$ cat src/rtl/bsa_pkg.sv
package bsa_pkg;
   typedef enum logic {
      FILL_RECIRC = 1'b0,
      FILL_ZERO   = 1'b1
   } fill_e;

   function automatic int cnt_bits(input int w);
      return (w > 1) ? $clog2(w) : 1;
   endfunction
endpackage

$ cat src/rtl/bsa_shreg.sv
module bsa_shreg #(
   parameter int WIDTH = 16
) (
   input  logic             clk,
   input  logic             rst,
   input  logic             load,
   input  logic             shift,
   input  logic [WIDTH-1:0] par_in,
   input  logic             ser_in,
   output logic [WIDTH-1:0] q,
   output logic             ser_out
);
   initial begin : chk_width
      if (WIDTH < 1) $fatal(1, "bsa_shreg: WIDTH must be at least 1");
   end

   logic [WIDTH-1:0] nxt;

   generate
      if (WIDTH == 1) begin : g_single
         always_comb nxt = ser_in;
      end else begin : g_multi
         always_comb nxt = {ser_in, q[WIDTH-1:1]};
      end
   endgenerate

   always_ff @(posedge clk) begin
      if (rst)        q <= '0;
      else if (load)  q <= par_in;
      else if (shift) q <= nxt;
   end

   assign ser_out = q[0];

   // register holds when neither loading nor shifting
   p_hold_r9: assert property (@(posedge clk) disable iff (rst)
      (!load && !shift) |=> $stable(q));
endmodule

$ cat src/rtl/bsa_fa_carry.sv
module bsa_fa_carry (
   input  logic clk,
   input  logic rst,
   input  logic clear,
   input  logic en,
   input  logic x,
   input  logic y,
   output logic sum,
   output logic carry_q
);
   logic cy_nxt;

   always_comb begin
      sum    = x ^ y ^ carry_q;
      cy_nxt = (x & y) | (x & carry_q) | (y & carry_q);
   end

   always_ff @(posedge clk) begin
      if (rst || clear) carry_q <= 1'b0;
      else if (en)      carry_q <= cy_nxt;
   end

   // a cleared carry is zero in the next cycle
   p_carry_clear_r2: assert property (@(posedge clk) disable iff (rst)
      clear |=> !carry_q);
   // carry holds while not enabled
   p_carry_hold_r9: assert property (@(posedge clk) disable iff (rst)
      (!clear && !en) |=> $stable(carry_q));
endmodule

$ cat src/rtl/bsa_seq.sv
module bsa_seq #(
   parameter int WIDTH = 16
) (
   input  logic clk,
   input  logic rst,
   input  logic start,
   output logic load,
   output logic shift,
   output logic busy,
   output logic done
);
   localparam int CNT_W = bsa_pkg::cnt_bits(WIDTH);
   localparam logic [CNT_W-1:0] LAST = CNT_W'(WIDTH - 1);

   initial begin : chk_width
      if (WIDTH < 1) $fatal(1, "bsa_seq: WIDTH must be at least 1");
   end

   logic [CNT_W-1:0] cnt;
   logic             at_last;

   assign load    = start & ~busy;
   assign shift   = busy;
   assign at_last = (cnt == LAST);

   always_ff @(posedge clk) begin
      if (rst) begin
         cnt  <= '0;
         busy <= 1'b0;
         done <= 1'b0;
      end else if (load) begin
         cnt  <= '0;
         busy <= 1'b1;
         done <= 1'b0;
      end else if (busy) begin
         cnt  <= cnt + 1'b1;
         busy <= ~at_last;
         done <= at_last;
      end else begin
         done <= 1'b0;
      end
   end

   // the final shift ends busy and raises done
   p_last_shift_r3: assert property (@(posedge clk) disable iff (rst)
      (busy && at_last) |=> (done && !busy));
   // done is a single-cycle pulse
   p_done_pulse_r3: assert property (@(posedge clk) disable iff (rst)
      done |=> !done);
   // start while busy does not cut the operation short
   p_ignore_start_r8: assert property (@(posedge clk) disable iff (rst)
      (busy && !at_last) |=> busy);
   // counter stays within the word
   p_cnt_range_r3: assert property (@(posedge clk) disable iff (rst)
      busy |-> (cnt <= LAST));
endmodule

$ cat src/rtl/bitser_add.sv
module bitser_add #(
   parameter int            WIDTH  = 16,
   parameter bsa_pkg::fill_e B_FILL = bsa_pkg::FILL_RECIRC
) (
   input  logic             clk,
   input  logic             rst,
   input  logic             start,
   input  logic [WIDTH-1:0] op_a,
   input  logic [WIDTH-1:0] op_b,
   output logic             busy,
   output logic             done,
   output logic [WIDTH-1:0] result,
   output logic             carry_out,
   output logic [WIDTH-1:0] b_hold
);
   initial begin : chk_width
      if (WIDTH < 1) $fatal(1, "bitser_add: WIDTH must be at least 1");
   end

   logic load, shift;
   logic a_ser, b_ser, b_fill, sum_bit;

   bsa_seq #(.WIDTH(WIDTH)) u_seq (
      .clk   (clk),
      .rst   (rst),
      .start (start),
      .load  (load),
      .shift (shift),
      .busy  (busy),
      .done  (done)
   );

   bsa_shreg #(.WIDTH(WIDTH)) u_reg_a (
      .clk     (clk),
      .rst     (rst),
      .load    (load),
      .shift   (shift),
      .par_in  (op_a),
      .ser_in  (sum_bit),
      .q       (result),
      .ser_out (a_ser)
   );

   generate
      if (B_FILL == bsa_pkg::FILL_RECIRC) begin : g_b_recirc
         assign b_fill = b_ser;
      end else begin : g_b_zero
         assign b_fill = 1'b0;
      end
   endgenerate

   bsa_shreg #(.WIDTH(WIDTH)) u_reg_b (
      .clk     (clk),
      .rst     (rst),
      .load    (load),
      .shift   (shift),
      .par_in  (op_b),
      .ser_in  (b_fill),
      .q       (b_hold),
      .ser_out (b_ser)
   );

   bsa_fa_carry u_fa (
      .clk     (clk),
      .rst     (rst),
      .clear   (load),
      .en      (shift),
      .x       (a_ser),
      .y       (b_ser),
      .sum     (sum_bit),
      .carry_q (carry_out)
   );

   // an accepted start shows the first operand in the next cycle
   p_load_a_r2: assert property (@(posedge clk) disable iff (rst)
      (start && !busy) |=> (result == $past(op_a) && busy));
   // second operand loaded alongside
   p_load_b_r2: assert property (@(posedge clk) disable iff (rst)
      (start && !busy) |=> (b_hold == $past(op_b)));
   // idle without start keeps the result
   p_idle_hold_r9: assert property (@(posedge clk) disable iff (rst)
      (!busy && !start) |=> ($stable(result) && $stable(carry_out) && !done));
endmodule

$ cat config.mk
export PLATFORM = sky130hd
export DESIGN_NAME = bitser_add
export DESIGN_NICKNAME = d
export VERILOG_FILES = /design/src/rtl/bsa_pkg.sv /design/src/rtl/bsa_shreg.sv /design/src/rtl/bsa_fa_carry.sv /design/src/rtl/bsa_seq.sv /design/src/rtl/bitser_add.sv
export SDC_FILE = /design/constraint.sdc
export NUM_CORES = 1
export LEC_CHECK = 0
export ABC_AREA = 1
export BUFFER_PORTS_ARGS = -buffer_cell sky130_fd_sc_hd__buf_4
export CAP_MARGIN = 20
export CORE_ASPECT_RATIO = 0.8
export CORE_MARGIN = 2
export CORE_UTILIZATION = 48
export CTS_BUF_LIST = sky130_fd_sc_hd__clkbuf_8 sky130_fd_sc_hd__clkbuf_16
export CTS_CLUSTER_DIAMETER = 200
export DETAILED_ROUTE_END_ITERATION = 8
export MAX_ROUTING_LAYER = met4
export PLACE_DENSITY = 0.79
export SETUP_SLACK_MARGIN = 0.2
export SLEW_MARGIN = 20
export SYNTH_ARGS = -nofsm -noshare
export SYNTH_HDL_FRONTEND = slang
export SYNTH_SLANG_ARGS = --single-unit
$ cat constraint.sdc
create_clock -name clk -period 1.4 [get_ports clk]
set_clock_uncertainty 0.05 [all_clocks]
set_input_delay 0 -clock clk [delete_from_list [all_inputs] [get_ports clk]]
set_output_delay 0 -clock clk [all_outputs]
set_load 0.02 [all_outputs]
==> flow_metrics.env <==
export IMPL_outcome="complete, no violations"
export IMPL_synth_simple_area_share=0.418
export IMPL_hold_path_end="u_reg_b.q[7]"
export IMPL_grt_pass1_vias=1960
export IMPL_ys_ff_latch=39
export IMPL_antennaDiodeCount=0
export IMPL_max_cap_viol_count=0
export IMPL_rr_startpoint="u_fa.carry_q"
export IMPL_end_kind="register"
export IMPL_setup_violations=0
export IMPL_clock_path_buffers=2
export IMPL_grt_pass1_wl_mm=8.38
export IMPL_wl_met3_um=288
export IMPL_synth_fa_ha_area_frac=0.0175
export IMPL_netlist_top_cells_area="dfxtp_1, nand2_1, nand3_1"
export IMPL_synthFlopType="dfxtp_1"
export IMPL_worstHoldPathCells=5
export IMPL_clk_pin_slew_worst_paths_ps=80
export IMPL_wl_per_cell_um=11.8
export IMPL_power_leakage_uw=0.00154
export IMPL_critPathArrivalTime_ps=1370
export IMPL_hold_violations=0
export IMPL_drv_slew=0
export IMPL_reg2reg_depth=5
export IMPL_synth_compound_area_frac=0.00806
export IMPL_start_util=0.496
export IMPL_core_area_mm2=0.00375
export IMPL_rsz0062_at_grt="true"
export IMPL_start_kind="register"
export IMPL_design_area_mm2=0.00279
export IMPL_tightest_slew_ps=261
export IMPL_critPathKind="reg2reg"
export IMPL_grt_start_max_net_pins=29
export IMPL_fin_nets=409
export IMPL_slew_headroom=0.826
export IMPL_wl_met1_mm=2.30
export IMPL_area_growth_pct=49.6
export IMPL_clockRootBuffer="clkbuf_8"
export IMPL_max_freq_mhz=849
export IMPL_fin_hold_ws_ps=0.623
export IMPL_wl_met2_mm=2.28
export IMPL_dieArea_mm2=0.00440
export IMPL_synth_top_family_by_area="simple AND/OR/NAND/NOR gates"
export IMPL_max_stage_delay_ps=530
export IMPL_seq_area_frac_synth=0.419
export IMPL_cp_required_ps=1590
export IMPL_worstHoldStart="op_b[7]"
export IMPL_synth_enable_flop_cells=0
export IMPL_top_layer_used="met4"
export IMPL_muxShareOfSynthArea=0
export IMPL_rrSetupSlack_ps=220
export IMPL_clkLatencyLatePin_ps=290
export IMPL_drtPass1Iterations=4
export IMPL_cts_htree_levels=2
export IMPL_async_flop_share=0
export IMPL_yosysWarnings=0
export IMPL_synth_distinct_cells=17
export IMPL_path_cells="fa_1 > nand2_1 > nand3_1 > nand2_1 > inv_1"
export IMPL_setup_tns_ps=0
export IMPL_yosysTopAreaCellShare=0.419
export IMPL_synth_xor_area_frac=0.00470
export IMPL_port_buffers=69
export IMPL_ant_nets=0
export IMPL_finalCritPeriodShare=0.841
export IMPL_grt_antenna_before_repair=0
export IMPL_cp_common_cell="nand2_1"
export IMPL_die_w_um=73.6
export IMPL_yosys_top_cells_count="nand2_1, nand3_1, dfxtp_1"
export IMPL_syn_area_mm2=0.00186
export IMPL_dpl_hpwl_mm=3.16
export IMPL_numCtsBuffers=5
export IMPL_fin_crit_ps=1180
export IMPL_syn_nets=317
export IMPL_drtIter0Drc=95
export IMPL_grt_overflow=0
export IMPL_grt_total_usage=0.252
export IMPL_postPlaceCellArea_mm2=0.00240
export IMPL_syn_inst=280
export IMPL_crit_slowest_cell="fa_1"
export IMPL_ir_worst_vdd_v=0.000755
export IMPL_hp_class="in2reg"
export IMPL_vias=2034
export IMPL_r2r_end="u_reg_a.q[15]"
export IMPL_wl_mm=4.92
export IMPL_drc_errors=0
export IMPL_synth_most_common_cell="nand2_1"
export IMPL_die_y_um=59.7
export IMPL_path_max_fanout=3
export IMPL_cts_tree="built"
export IMPL_clock_sinks=39
export IMPL_drive_gt1_frac=0.252
export IMPL_via_per_inst=4.88
export IMPL_p_per_area_mw_per_mm2=1010
export IMPL_synth_largest_area_cell="dfxtp_1"
export IMPL_pin_count=70
export IMPL_num_rows=20
export IMPL_gp_congestion=0.784
export IMPL_avgSynthCellArea_um2=6.65
## metrics by stage
step                      utilization  std cells  total power (uW)  worst slack, ps
after floorplan                     -        280              1580              210
after global placement          0.640        383              1800              236
after detailed placement        0.640        383              1810              212
after CTS                       0.741        417              2830              205
after global routing            0.742        417              2960              131
final                           0.742        417              2810              222
## layer usage
layer  GRT usage  vias up
li1            -     1045
met1       0.310      919
met2       0.420       64
met3      0.0624        6
met4      0.0571        0
met5           -        -
## sequential cells by signal, summed over array words and instances, names as in the netlist
signal / flops
u_reg_b.q: 16
u_seq.busy: 1
u_seq.cnt: 4
u_fa.carry_q: 1
u_reg_a.q: 16
u_seq.done: 1
## placed cells by master (no fill, tap or decap), drive strengths merged
| cell type | instances |
|---|---|
| nand2 | 108 |
| buf | 78 |
| nand3 | 65 |
| dfxtp | 39 |
| inv | 35 |
| dlygate4sd3 | 26 |
| clkbuf | 6 |
| nor2 | 6 |
| a21oi | 3 |
| xor2 | 1 |
| nor3b | 1 |
| nor3 | 1 |
| fa | 1 |
| ha | 1 |
| bufinv | 1 |
| clkinv | 1 |
## report_power, final
group / leakage, uW / switching, uW / internal, uW / total, uW
clock: 0.0000612 / 383 / 577 / 960
sequential: 0.000321 / 55.7 / 1180 / 1230
combinational: 0.00115 / 324 / 294 / 618
## area by class of cell
type                    instances  area [um^2]
repair buffers                104          858
fillers                       307          968
clock inverters                 2         35.0
multi-input cells             187          837
well taps                      44         55.1
clock buffers                   6         82.6
flip-flops and latches         39          786
inverters                      35          131
## repair_timing
item,CTS,global route
gates resized for setup,0,3
setup endpoints to repair,0,7
setup buffers,0,0
hold endpoints to repair,27,0
hold buffers,26,0
## worst max path at each step
stage	slack, ps	endpoint	depth (start not counted)	from
CTS	210	u_reg_a.q[15]	5	u_reg_b.q[0]
global placement	240	u_reg_a.q[15]	5	u_reg_b.q[0]
global route	130	u_reg_a.q[15]	5	u_fa.carry_q
finish	220	u_reg_a.q[15]	5	u_fa.carry_q
detailed placement	210	u_reg_a.q[15]	5	u_reg_b.q[0]
floorplan	210	u_reg_a.q[15]	5	u_fa.carry_q
## worst max-delay path, delay by kind of cell (launching register included)
kind | cells | cell delay (ps)
fa+ha+maj | 1 | 530
buf+inv | 1 | 50
flops | 1 | 340
simple gates | 3 | 170
## cell families (layout without fill, tap and decap cells)
kind of cell / Yosys count / count (layout)
simple gates: 181 / 181
buf+inv: 54 / 147
flops: 39 / 39
compound gates: 3 / 3
fa+ha+maj: 2 / 2
xor+xnor: 1 / 1
No activity file was read; power rests on OpenSTA's default activity.
